## src/rtl/tbwp_pkg.sv

```systemverilog
`timescale 1ns/1ps
package tbwp_pkg;

  localparam int BYTE_W = 8;

  // register select
  localparam logic [1:0] REG_CTRL = 2'd0;
  localparam logic [1:0] REG_BASE = 2'd1;
  localparam logic [1:0] REG_PTR  = 2'd2;
  localparam logic [1:0] REG_STAT = 2'd3;

  // control register bit positions
  localparam int CTRL_SELF_EN  = 0;
  localparam int CTRL_EXT_EN   = 1;
  localparam int CTRL_BUF_LSB  = 2;
  localparam int CTRL_TRIG_LSB = 4;
  localparam int CTRL_PHYS     = 6;

  // status register bit positions
  localparam int STAT_IRQ   = 0;
  localparam int STAT_STOP  = 1;
  localparam int STAT_FLUSH = 2;

  typedef enum logic [1:0] {
    BUF_FILL = 2'b00,
    BUF_WRAP = 2'b01,
    BUF_RSVD = 2'b10,
    BUF_CIRC = 2'b11
  } bufMode_e;

  typedef enum logic [1:0] {
    TRG_STOP   = 2'b00,
    TRG_IRQ    = 2'b01,
    TRG_RSVD   = 2'b10,
    TRG_IGNORE = 2'b11
  } trigMode_e;

  // strobes from control to datapath
  typedef struct packed {
    logic push;
    logic pop;
    logic drop;
    logic ptrLoad;
    logic baseLoad;
    logic limitLoad;
  } dpCtl_t;

endpackage

```

## src/rtl/tbwp_datapath.sv

```systemverilog
`timescale 1ns/1ps
module tbwp_datapath
  import tbwp_pkg::*;
#(
  parameter int ADDR_W      = 64,
  parameter int PAGE_SHIFT  = 12,
  parameter int STAGE_DEPTH = 4
) (
  input  logic                         clk,
  input  logic                         rstColdN,
  input  dpCtl_t                       ctl,
  input  logic [BYTE_W-1:0]            inByte,
  input  logic [ADDR_W-1:0]            regWrData,
  output logic                         fifoEmpty,
  output logic                         fifoFull,
  output logic [BYTE_W-1:0]            headByte,
  output logic [ADDR_W-1:0]            ptrQ,
  output logic [ADDR_W-1:PAGE_SHIFT]   baseQ,
  output logic [ADDR_W-1:PAGE_SHIFT]   limitQ,
  output logic                         wrapHit
);

  localparam int IDX_W = $clog2(STAGE_DEPTH);
  localparam int CNT_W = IDX_W + 1;

  logic [BYTE_W-1:0] stageMem [STAGE_DEPTH];
  logic [IDX_W-1:0]  rdIdx, wrIdx;
  logic [CNT_W-1:0]  count;
  logic [ADDR_W-1:0] limitAddr, baseAddr, ptrNext;

  // staging buffer storage
  always_ff @(posedge clk) begin
    if (ctl.push) stageMem[wrIdx] <= inByte;
  end

  // staging buffer indices and fill level
  always_ff @(posedge clk or negedge rstColdN) begin
    if (!rstColdN) begin
      rdIdx <= '0;
      wrIdx <= '0;
      count <= '0;
    end else if (ctl.drop) begin
      rdIdx <= '0;
      wrIdx <= '0;
      count <= '0;
    end else begin
      if (ctl.push) wrIdx <= wrIdx + IDX_W'(1);
      if (ctl.pop)  rdIdx <= rdIdx + IDX_W'(1);
      case ({ctl.push, ctl.pop})
        2'b10:   count <= count + CNT_W'(1);
        2'b01:   count <= count - CNT_W'(1);
        default: count <= count;
      endcase
    end
  end

  assign fifoEmpty = (count == '0);
  assign fifoFull  = (count == CNT_W'(STAGE_DEPTH));
  assign headByte  = stageMem[rdIdx];

  // page-aligned base and limit
  always_ff @(posedge clk or negedge rstColdN) begin
    if (!rstColdN) begin
      baseQ  <= '0;
      limitQ <= '0;
    end else begin
      if (ctl.baseLoad)  baseQ  <= regWrData[ADDR_W-1:PAGE_SHIFT];
      if (ctl.limitLoad) limitQ <= regWrData[ADDR_W-1:PAGE_SHIFT];
    end
  end

  assign limitAddr = {limitQ, {PAGE_SHIFT{1'b0}}};
  assign baseAddr  = {baseQ,  {PAGE_SHIFT{1'b0}}};
  assign ptrNext   = ptrQ + ADDR_W'(1);
  assign wrapHit   = (ptrNext == limitAddr);

  // current write pointer
  always_ff @(posedge clk or negedge rstColdN) begin
    if (!rstColdN) begin
      ptrQ <= '0;
    end else if (ctl.pop) begin
      ptrQ <= wrapHit ? baseAddr : ptrNext;
    end else if (ctl.ptrLoad) begin
      ptrQ <= regWrData;
    end
  end

endmodule

```

## src/rtl/tbwp_control.sv

```systemverilog
`timescale 1ns/1ps
module tbwp_control
  import tbwp_pkg::*;
(
  input  logic              clk,
  input  logic              rstColdN,
  input  logic              rstWarmN,
  input  logic              extMode,
  input  logic              regWrEn,
  input  logic [1:0]        regAddr,
  input  logic [CTRL_PHYS:0] regWrLow,
  input  logic              inValid,
  input  logic              trigIn,
  input  logic              wrReady,
  input  logic              fifoEmpty,
  input  logic              fifoFull,
  input  logic              wrapHit,
  output dpCtl_t            ctl,
  output logic              inReady,
  output logic              wrValid,
  output logic              irq,
  output logic              stopped,
  output logic              flushing,
  output logic              selfEn,
  output logic              extEn,
  output logic              physQ,
  output bufMode_e          bufMode,
  output trigMode_e         trigMode
);

  logic active, run, accept, pop;
  logic wrapEvt, trigEvt, flushDone, stopNow, irqSet, irqClr;
  logic cfgOpen, wrCtrl, wrBase, wrPtr, wrStat, enRstN;

  assign active  = extMode ? extEn : selfEn;
  assign run     = active && !stopped;
  assign cfgOpen = !active;

  // register write decode
  assign wrCtrl = regWrEn && (regAddr == REG_CTRL);
  assign wrBase = regWrEn && (regAddr == REG_BASE);
  assign wrPtr  = regWrEn && (regAddr == REG_PTR);
  assign wrStat = regWrEn && (regAddr == REG_STAT);
  assign irqClr = wrStat && !regWrLow[STAT_IRQ];

  // input and output handshakes
  assign inReady = !run || (!flushing && !fifoFull);
  assign accept  = inValid && inReady;
  assign wrValid = run && !fifoEmpty;
  assign pop     = wrValid && wrReady;

  // events
  assign wrapEvt   = pop && wrapHit;
  assign trigEvt   = trigIn && run && !flushing;
  assign flushDone = flushing && fifoEmpty;
  assign stopNow   = (wrapEvt && (bufMode == BUF_FILL)) || flushDone;
  assign irqSet    = (wrapEvt && ((bufMode == BUF_FILL) || (bufMode == BUF_WRAP)))
                   || (trigEvt && (trigMode == TRG_IRQ))
                   || flushDone;

  // strobes to the datapath
  always_comb begin
    ctl           = '0;
    ctl.push      = accept && run;
    ctl.pop       = pop;
    ctl.drop      = !active;
    ctl.ptrLoad   = wrPtr && cfgOpen;
    ctl.baseLoad  = wrBase && cfgOpen;
    ctl.limitLoad = wrCtrl && cfgOpen;
  end

  // self enable: cleared by either reset
  assign enRstN = rstColdN & rstWarmN;

  always_ff @(posedge clk or negedge enRstN) begin
    if (!enRstN) begin
      selfEn <= 1'b0;
    end else if (wrCtrl) begin
      selfEn <= regWrLow[CTRL_SELF_EN];
    end
  end

  // external enable and modes: cold reset only
  always_ff @(posedge clk or negedge rstColdN) begin
    if (!rstColdN) begin
      extEn    <= 1'b0;
      physQ    <= 1'b0;
      bufMode  <= BUF_FILL;
      trigMode <= TRG_STOP;
    end else if (wrCtrl) begin
      extEn <= regWrLow[CTRL_EXT_EN];
      if (cfgOpen) begin
        physQ    <= regWrLow[CTRL_PHYS];
        bufMode  <= bufMode_e'(regWrLow[CTRL_BUF_LSB +: 2]);
        trigMode <= trigMode_e'(regWrLow[CTRL_TRIG_LSB +: 2]);
      end
    end
  end

  // collection state
  always_ff @(posedge clk or negedge rstColdN) begin
    if (!rstColdN) begin
      stopped  <= 1'b0;
      flushing <= 1'b0;
    end else if (!active) begin
      stopped  <= 1'b0;
      flushing <= 1'b0;
    end else if (stopNow) begin
      stopped  <= 1'b1;
      flushing <= 1'b0;
    end else if (trigEvt && (trigMode == TRG_STOP)) begin
      flushing <= 1'b1;
    end
  end

  // sticky interrupt
  always_ff @(posedge clk or negedge rstColdN) begin
    if (!rstColdN) begin
      irq <= 1'b0;
    end else if (irqSet) begin
      irq <= 1'b1;
    end else if (irqClr) begin
      irq <= 1'b0;
    end
  end

endmodule

```

## src/rtl/trace_wptr_ctrl.sv

```systemverilog
`timescale 1ns/1ps
module trace_wptr_ctrl
  import tbwp_pkg::*;
#(
  parameter int ADDR_W      = 64,
  parameter int PAGE_SHIFT  = 12,
  parameter int STAGE_DEPTH = 4
) (
  input  logic              clk,
  input  logic              rstColdN,
  input  logic              rstWarmN,
  input  logic              extMode,
  input  logic              regWrEn,
  input  logic [1:0]        regAddr,
  input  logic [ADDR_W-1:0] regWrData,
  output logic [ADDR_W-1:0] regRdData,
  input  logic              inValid,
  input  logic [7:0]        inByte,
  output logic              inReady,
  input  logic              trigIn,
  output logic              wrValid,
  output logic [ADDR_W-1:0] wrAddr,
  output logic [7:0]        wrData,
  input  logic              wrReady,
  output logic              wrPhys,
  output logic              irq
);

  dpCtl_t                     ctl;
  logic                       fifoEmpty, fifoFull, wrapHit;
  logic                       stopped, flushing, selfEn, extEn, physQ;
  bufMode_e                   bufMode;
  trigMode_e                  trigMode;
  logic [ADDR_W-1:0]          ptrQ;
  logic [ADDR_W-1:PAGE_SHIFT] baseQ, limitQ;
  logic [BYTE_W-1:0]          headByte;

  tbwp_control u_ctrl (
    .clk       (clk),
    .rstColdN  (rstColdN),
    .rstWarmN  (rstWarmN),
    .extMode   (extMode),
    .regWrEn   (regWrEn),
    .regAddr   (regAddr),
    .regWrLow  (regWrData[CTRL_PHYS:0]),
    .inValid   (inValid),
    .trigIn    (trigIn),
    .wrReady   (wrReady),
    .fifoEmpty (fifoEmpty),
    .fifoFull  (fifoFull),
    .wrapHit   (wrapHit),
    .ctl       (ctl),
    .inReady   (inReady),
    .wrValid   (wrValid),
    .irq       (irq),
    .stopped   (stopped),
    .flushing  (flushing),
    .selfEn    (selfEn),
    .extEn     (extEn),
    .physQ     (physQ),
    .bufMode   (bufMode),
    .trigMode  (trigMode)
  );

  tbwp_datapath #(
    .ADDR_W      (ADDR_W),
    .PAGE_SHIFT  (PAGE_SHIFT),
    .STAGE_DEPTH (STAGE_DEPTH)
  ) u_dp (
    .clk       (clk),
    .rstColdN  (rstColdN),
    .ctl       (ctl),
    .inByte    (inByte),
    .regWrData (regWrData),
    .fifoEmpty (fifoEmpty),
    .fifoFull  (fifoFull),
    .headByte  (headByte),
    .ptrQ      (ptrQ),
    .baseQ     (baseQ),
    .limitQ    (limitQ),
    .wrapHit   (wrapHit)
  );

  assign wrAddr = ptrQ;
  assign wrData = headByte;
  assign wrPhys = extMode | physQ;

  // register read mux
  always_comb begin
    regRdData = '0;
    case (regAddr)
      REG_CTRL: begin
        regRdData[ADDR_W-1:PAGE_SHIFT]         = limitQ;
        regRdData[CTRL_PHYS]                   = extMode | physQ;
        regRdData[CTRL_TRIG_LSB +: 2]          = trigMode;
        regRdData[CTRL_BUF_LSB +: 2]           = bufMode;
        regRdData[CTRL_EXT_EN]                 = extEn;
        regRdData[CTRL_SELF_EN]                = selfEn;
      end
      REG_BASE: regRdData[ADDR_W-1:PAGE_SHIFT] = baseQ;
      REG_PTR:  regRdData                      = ptrQ;
      default: begin
        regRdData[STAT_IRQ]   = irq;
        regRdData[STAT_STOP]  = stopped;
        regRdData[STAT_FLUSH] = flushing;
      end
    endcase
  end

endmodule

```

## config.mk

```make
export PLATFORM = sky130hd
export DESIGN_NAME = trace_wptr_ctrl
export DESIGN_NICKNAME = d
export VERILOG_FILES = /design/src/rtl/tbwp_pkg.sv /design/src/rtl/tbwp_datapath.sv /design/src/rtl/tbwp_control.sv /design/src/rtl/trace_wptr_ctrl.sv
export SDC_FILE = /design/constraint.sdc
export NUM_CORES = 1
export LEC_CHECK = 0
export ABC_AREA = 1
export ABC_CLOCK_PERIOD_IN_PS = 3700
export BUFFER_PORTS_ARGS = -buffer_cell sky130_fd_sc_hd__clkbuf_2
export CAP_MARGIN = 5
export CORE_ASPECT_RATIO = 1.4
export CORE_UTILIZATION = 45
export CTS_CLUSTER_SIZE = 8
export DETAILED_ROUTE_END_ITERATION = 12
export GPL_TIMING_DRIVEN = 0
export PLACE_DENSITY = 0.77
export SYNTH_ARGS = -nofsm -noshare
export SYNTH_HDL_FRONTEND = slang
export SYNTH_SLANG_ARGS = --single-unit
```

## constraint.sdc

```tcl
create_clock -name clk -period 3.7 [get_ports clk]
set_clock_uncertainty 0.05 [all_clocks]
set_input_delay 0.74 -clock clk [delete_from_list [all_inputs] [get_ports clk]]
set_output_delay 0.74 -clock clk [all_outputs]
set_load 0.005 [all_outputs]
```

* After elaboration in Yosys (flattened, before gate mapping)
Memory sizes are Yosys's and may differ from the RTL's. Index checks and enable logic that the tools add are counted.
Storage, ports and cells: bits in registers 185, RAM bits 32, input port bits 82, word-level logic and storage cells 101, memories kept 1
Cells by class: $add $sub $neg 5, eq/ne operators 14, mux-type cells 23, bitwise gates (word level) 3, reduce and logical (&&, ||, !) cells 41
Memories:
- u_dp.stageMem | words 4, width 8, read ports 1, clocked after Yosys merged registers in 0, write ports 1, line tbwp_datapath.sv:26 | logic [BYTE_W-1:0] stageMem [STAGE_DEPTH];
Operator list (count):
- $mux 64 | 3
- $pmux 52 s3 | 1
- $add 64x1->64 const B | 1
- $eq 64x64->1 | 1
- $logic_and 1x1->1 | 22
- $mux 1 | 10
- $pmux 3 s3 | 1
- $eq 2x1->1 const B | 4
- $mux 2 | 4
- $pmux 4 s2 | 1
- $logic_not 1->1 | 7
- $eq 2x2->1 const B | 3
- $logic_not 2->1 | 3
- $pmux 3 s2 | 1
- $logic_or 1x1->1 | 5
- $mux 5 | 1
- $add 2x1->2 const B | 2
- $ne 2x2->1 const B | 2
- $reduce_bool 2->1 | 2
- $add 3x1->3 const B | 1
- $eq 3x3->1 const B | 1
- $logic_not 3->1 | 1
- $mux 3 | 1
- $ne 3x1->1 const B | 1
- 7 further kinds | 7

* Longest topological paths before layout
word-level depth 9, depth in mapped cells 22, gate-level depth less buffers 22

* Modules after synthesis
Synthesis repeated with hierarchy kept, for this count alone.
Second synthesis, totals: cell total of the unflattened synthesis 2194, area, all modules 14476.4 um^2
Modules (own cells, without submodules):
- tbwp_datapath | instances 1, cells an instance 1842, area an instance 12598.3 um^2, sequential area each 5340.1 um^2
- trace_wptr_ctrl | instances 1, cells an instance 277, area an instance 1312.5 um^2, sequential area each 0.0 um^2
- tbwp_control | instances 1, cells an instance 75, area an instance 565.5 um^2, sequential area each 250.2 um^2

* Worst setup path before layout
No wires, ideal clock.
path kind input -> register, from in extMode, to reg u_dp.ptrQ[47], arrival time 2.595 ns, slack 0.982 ns, stages on the path 13, path buffers 2, path through o21ai_1 -> clkinv_1 -> nor2_1 -> inv_1 -> nor2_1 -> nand2_1 -> inv_2 -> a31oi_1 -> inv_2 -> buf_2 -> clkbuf_1 -> nor2_1 -> a21oi_2
Between the ends: cells in the longest elaborated chain, start to end 5, elaborated cells between the ends (all ways) 8
Ends and longest elaborated chain:
- from (decl) | line trace_wptr_ctrl.sv:12 | input logic extMode,
- $mux 1 * | line tbwp_control.sv:35 | assign active = extMode ? extEn : selfEn;
- $logic_and 1x1->1 * | line tbwp_control.sv:36 | assign run = active && !stopped;
- $logic_and 1x1->1 * | line tbwp_control.sv:49 | assign wrValid = run && !fifoEmpty;
- net wrValid | line trace_wptr_ctrl.sv:21 | output logic wrValid,
- $logic_and 1x1->1 * | line tbwp_control.sv:50 | assign pop = wrValid && wrReady;
- $mux 64 or $reduce_bool 2->1 (tied branches)
- to (signal assigned) | line tbwp_datapath.sv:82 | ptrQ <= wrapHit ? baseAddr : ptrNext;
- to (signal assigned) | line tbwp_datapath.sv:84 | ptrQ <= regWrData;
- to (decl) | line tbwp_datapath.sv:17 | output logic [ADDR_W-1:0] ptrQ,
Mark *: on every way through the listed nets, which the timed path passes. The rest lies on a longest branch. A chain may end at the register's enable or synchronous reset.

* Worst setup path in the final report
from in regAddr[0], to out regRdData[35]
Between the ends: cells in the longest elaborated chain, start to end 2, elaborated cells between the ends (all ways) 4
Ends and longest elaborated chain:
- from (decl) | line trace_wptr_ctrl.sv:14 | input logic [1:0] regAddr,
- $eq 2x2->1, or another cell as far along | line trace_wptr_ctrl.sv:91 | case (regAddr)
- $pmux 52 s3 * | line trace_wptr_ctrl.sv:91
- to (decl) | line trace_wptr_ctrl.sv:16 | output logic [ADDR_W-1:0] regRdData,
Every way passes the cells marked *; elsewhere a longest branch is shown, timed or not.

==> impl_metrics.json <==
{
  "status": "complete, but fails checks",
  "violations": "setup timing",
  "area.growth.synth_to_final_pct": 18.8,
  "syn_inst": 2301,
  "combPwrFrac_pct": 45.5,
  "clkTransAtPathRegs_ns": 0.05,
  "cts_root_buf": "clkbuf_16",
  "pwr-share-clk_pct": 20.2,
  "slowest_delay_ns": 1.00,
  "synth_edf_count": 32,
  "worst_pin_slew_ns": 1.32,
  "io_pins": 222,
  "min_period_ns": 3.76,
  "setup-tns-final_ns": -0.124,
  "clkSinkCount": 217,
  "seqPwrFrac_pct": 34.3,
  "die_height_um": 219,
  "post-dp-hpwl_um": 53700,
  "rsz0062_at_grt": "false",
  "portBuffers": 220,
  "setup_slack_ns": -0.0590,
  "firstDrtPassIters": 6,
  "grt_antenna_before_repair": 0,
  "internal-power_uw": 6570,
  "fmax_ghz": 0.266,
  "stdcell_count": 3019,
  "layout_common_cells": "nand2_1, inv_1, nor2_1",
  "worstPathArrival_ns": 2.97,
  "vias": 17100,
  "critPathMaxFanout": 10,
  "final-hold-violation-count": 0,
  "min_period_over_period_pct": 102,
  "syn_avg_cell_area_um2": 6.55,
  "route.detailed.drc": 0,
  "yosysUniqueCellTypes": 48,
  "fill_cells": 3297,
  "path_buf_inv": 4,
  "placedCellCount": 2963,
  "ctsLongestPathBuffers": 3,
  "drive_above_1_share_pct": 16.5,
  "hold_path_class": "primary input to async pin",
  "p_per_area_mw_per_mm2": 694,
  "path_cells": "clkbuf_1 > nor2_4 > inv_2 > clkbuf_1 > o221ai_1 > clkbuf_2",
  "ys_seq_elements": 217,
  "vdd_ir_drop_max_mv": 0.414,
  "ys_async_sr_fraction_pct": 85.3,
  "slew_violations": 0,
  "grt_max_degree": 106,
  "wl_per_cell_um": 22.5,
  "leakage_uw": 0.00890,
  "post-route-util_pct": 54.8,
  "insertion_delay_ns": 0.58,
  "grt_pass1_vias": 16400,
  "dieArea_mm2": 0.0343,
  "max_slew_margin_pct": 12.1,
  "syn-num-nets": 2389,
  "start_util_pct": 46.1,
  "final_nets": 2659,
  "p_total_uw": 12400,
  "ys.flop_type": "dfrtp_1",
  "grt-ovfl-total": 0,
  "final_common_cell": "nand2_1",
  "synth_area_mm2": 0.0151,
  "dpl_cell_area_mm2": 0.0168,
  "cts_max_level": 1,
  "rows": 78,
  "diodes": 0,
  "seq_area_frac_synth_pct": 37.1,
  "drtIter0Drc": 1479,
  "finalWirelength_um": 67900,
  "ant_nets": 0,
  "p_sw_uw": 5870,
  "maxCapViolCount": 0,
  "path_class": "primary input to output port",
  "cts_tree": "yes",
  "grt_pass1_wl_um": 99900,
  "crit_required_ns": 2.91,
  "yosysWarnings": 0,
  "grtUsageTotal_pct": 40.0,
  "core_area_mm2": 0.0327,
  "design_area_mm2": 0.0179,
  "die_w_um": 157,
  "gp_congestion": 1.02,
  "critPathSlowestCell": "clkbuf_1",
  "cp-end-kind": "output port",
  "setup_viol": 5,
  "crit_path_frequent_cell": "clkbuf_1",
  "routed_via_density": 5.66,
  "cts_inserted_buffers": 31,
  "start_kind": "primary input",
  "switching_share_pct": 47.2,
  "worst_path_dominant_cell_family": "buffers and inverters"
}
power by group through the flow:
stage,logic (uW),registers [uW],clock network [uW]
floorplan,3520,3850,0
global placement,5350,4210,0
detailed placement,5460,4230,0
CTS,5500,4210,2520
global route,6280,4330,2610
finish,5660,4260,2520
worst reg2reg max path, stage by stage, from the launching register on:
cell	delay, ns
dfrtp_1	0.48
nand2_1	0.17
nor2_1	0.21
nand2_1	0.23
nor2_1	0.18
nand2_1	0.17
inv_1	0.28
nand3_1	0.14
nand3_1	0.20
nand2_1	0.09
nor2_1	0.09
nand2_1	0.06
nor2_1	0.29
nand3_1	0.12
nor2_1	0.39
nand3_1	0.17
nand2_1	0.10
nor2_1	0.05
repair_timing:
action	4_1_cts	5_1_grt
buffers inserted	11	4
hold endpoints to repair	1	0
resized for setup	12	52
pin swaps	3	4
setup endpoints to repair	108	95
hold buffers	1	0
registers in the layout, indices dropped and copies added, names as in the netlist:
name and flops:
u_ctrl.selfEn 1, u_dp.limitQ 52, u_ctrl.bufMode 2, u_dp.wrIdx 2, u_ctrl.physQ 1, u_dp.ptrQ 64
u_ctrl.stopped 1, u_ctrl.trigMode 2, u_dp.rdIdx 2, u_ctrl.extEn 1, u_ctrl.irq 1, u_dp.count 3
u_dp.baseQ 52, u_dp.stageMem 32, u_ctrl.flushing 1
synthesized netlist by cell type, types with 6 or more instances:
master / number / share of area, %
nor3_1: 6 / 0.20
nand3_1: 252 / 8.4
o22ai_1: 8 / 0.33
a21oi_2: 8 / 0.46
nor2_4: 10 / 0.75
a21oi_1: 105 / 3.5
nand2_1: 688 / 17
nand3_2: 6 / 0.40
edfxtp_1: 32 / 6.4
nor2_1: 271 / 6.7
inv_1: 297 / 7.4
nor2_2: 16 / 0.66
inv_2: 18 / 0.45
buf_6: 6 / 0.45
xor2_1: 11 / 0.64
dfrtp_1: 185 / 31
nand4_1: 22 / 0.91
buf_2: 12 / 0.40
o221ai_1: 54 / 3.1
o21ai_0: 149 / 4.9
clkbuf_1: 68 / 1.7
nand2_2: 25 / 1.0
o21ai_1: 8 / 0.27
cell families after synthesis:
family,synth area share (%)
XOR/XNOR,1.60
adder cells (fa/ha/maj),0.548
AO/OA/AOI/OAI,13.3
multiplexers,0.0747
buffers and inverters,10.6
AND/OR/NAND/NOR,36.8
flip-flops,37.1
final cells by class:
class                   instances  area (um2)  area share [%]
repair buffers                238        1310            7.31
well taps                     440         551            3.07
clock inverters                 2        17.5          0.0978
multi-input cells            1674        8010            44.7
clock buffers                  39         806            4.50
plain buffers                  89         409            2.28
inverters                     320        1200            6.72
flip-flops and latches        217        5610            31.3
final timing paths:
kind	from	endpoint	slack [ns]	cells after the start
worst max-delay path	regAddr[0]	regRdData[35]	-0.06	6
worst min-delay path	rstColdN	u_dp.ptrQ[19]	0.13	1
worst max register to register	u_dp.ptrQ[18]	u_ctrl.flushing	0.12	17
worst min register to register	u_dp.baseQ[23]	u_dp.baseQ[23]	0.43	2
max in group asynchronous	rstColdN	u_dp.ptrQ[37]	2.45	2
min in group clk	inByte[1]	u_dp.stageMem[1][1]	0.33	1
layer usage:
layer	wire length [um]	vias to the layer above	track usage (%)	share of wire [%]
li1	-	7932	-	-
met1	25600	8039	47.3	38
met2	32000	862	66.7	47
met3	4820	247	5.41	7.1
met4	5420	0	28.4	8.0
met5	0	-	0	0
per-stage QoR:
step                      hold slack, ns  worst slack (ns)
final                              0.128           -0.0590
after global routing               0.180           0.00100
after CTS                          0.172           0.00622
after detailed placement           0.422            -0.528
after global placement             0.412             -1.47
after floorplan                    0.394             0.982
(Power assumes the default switching activity.)
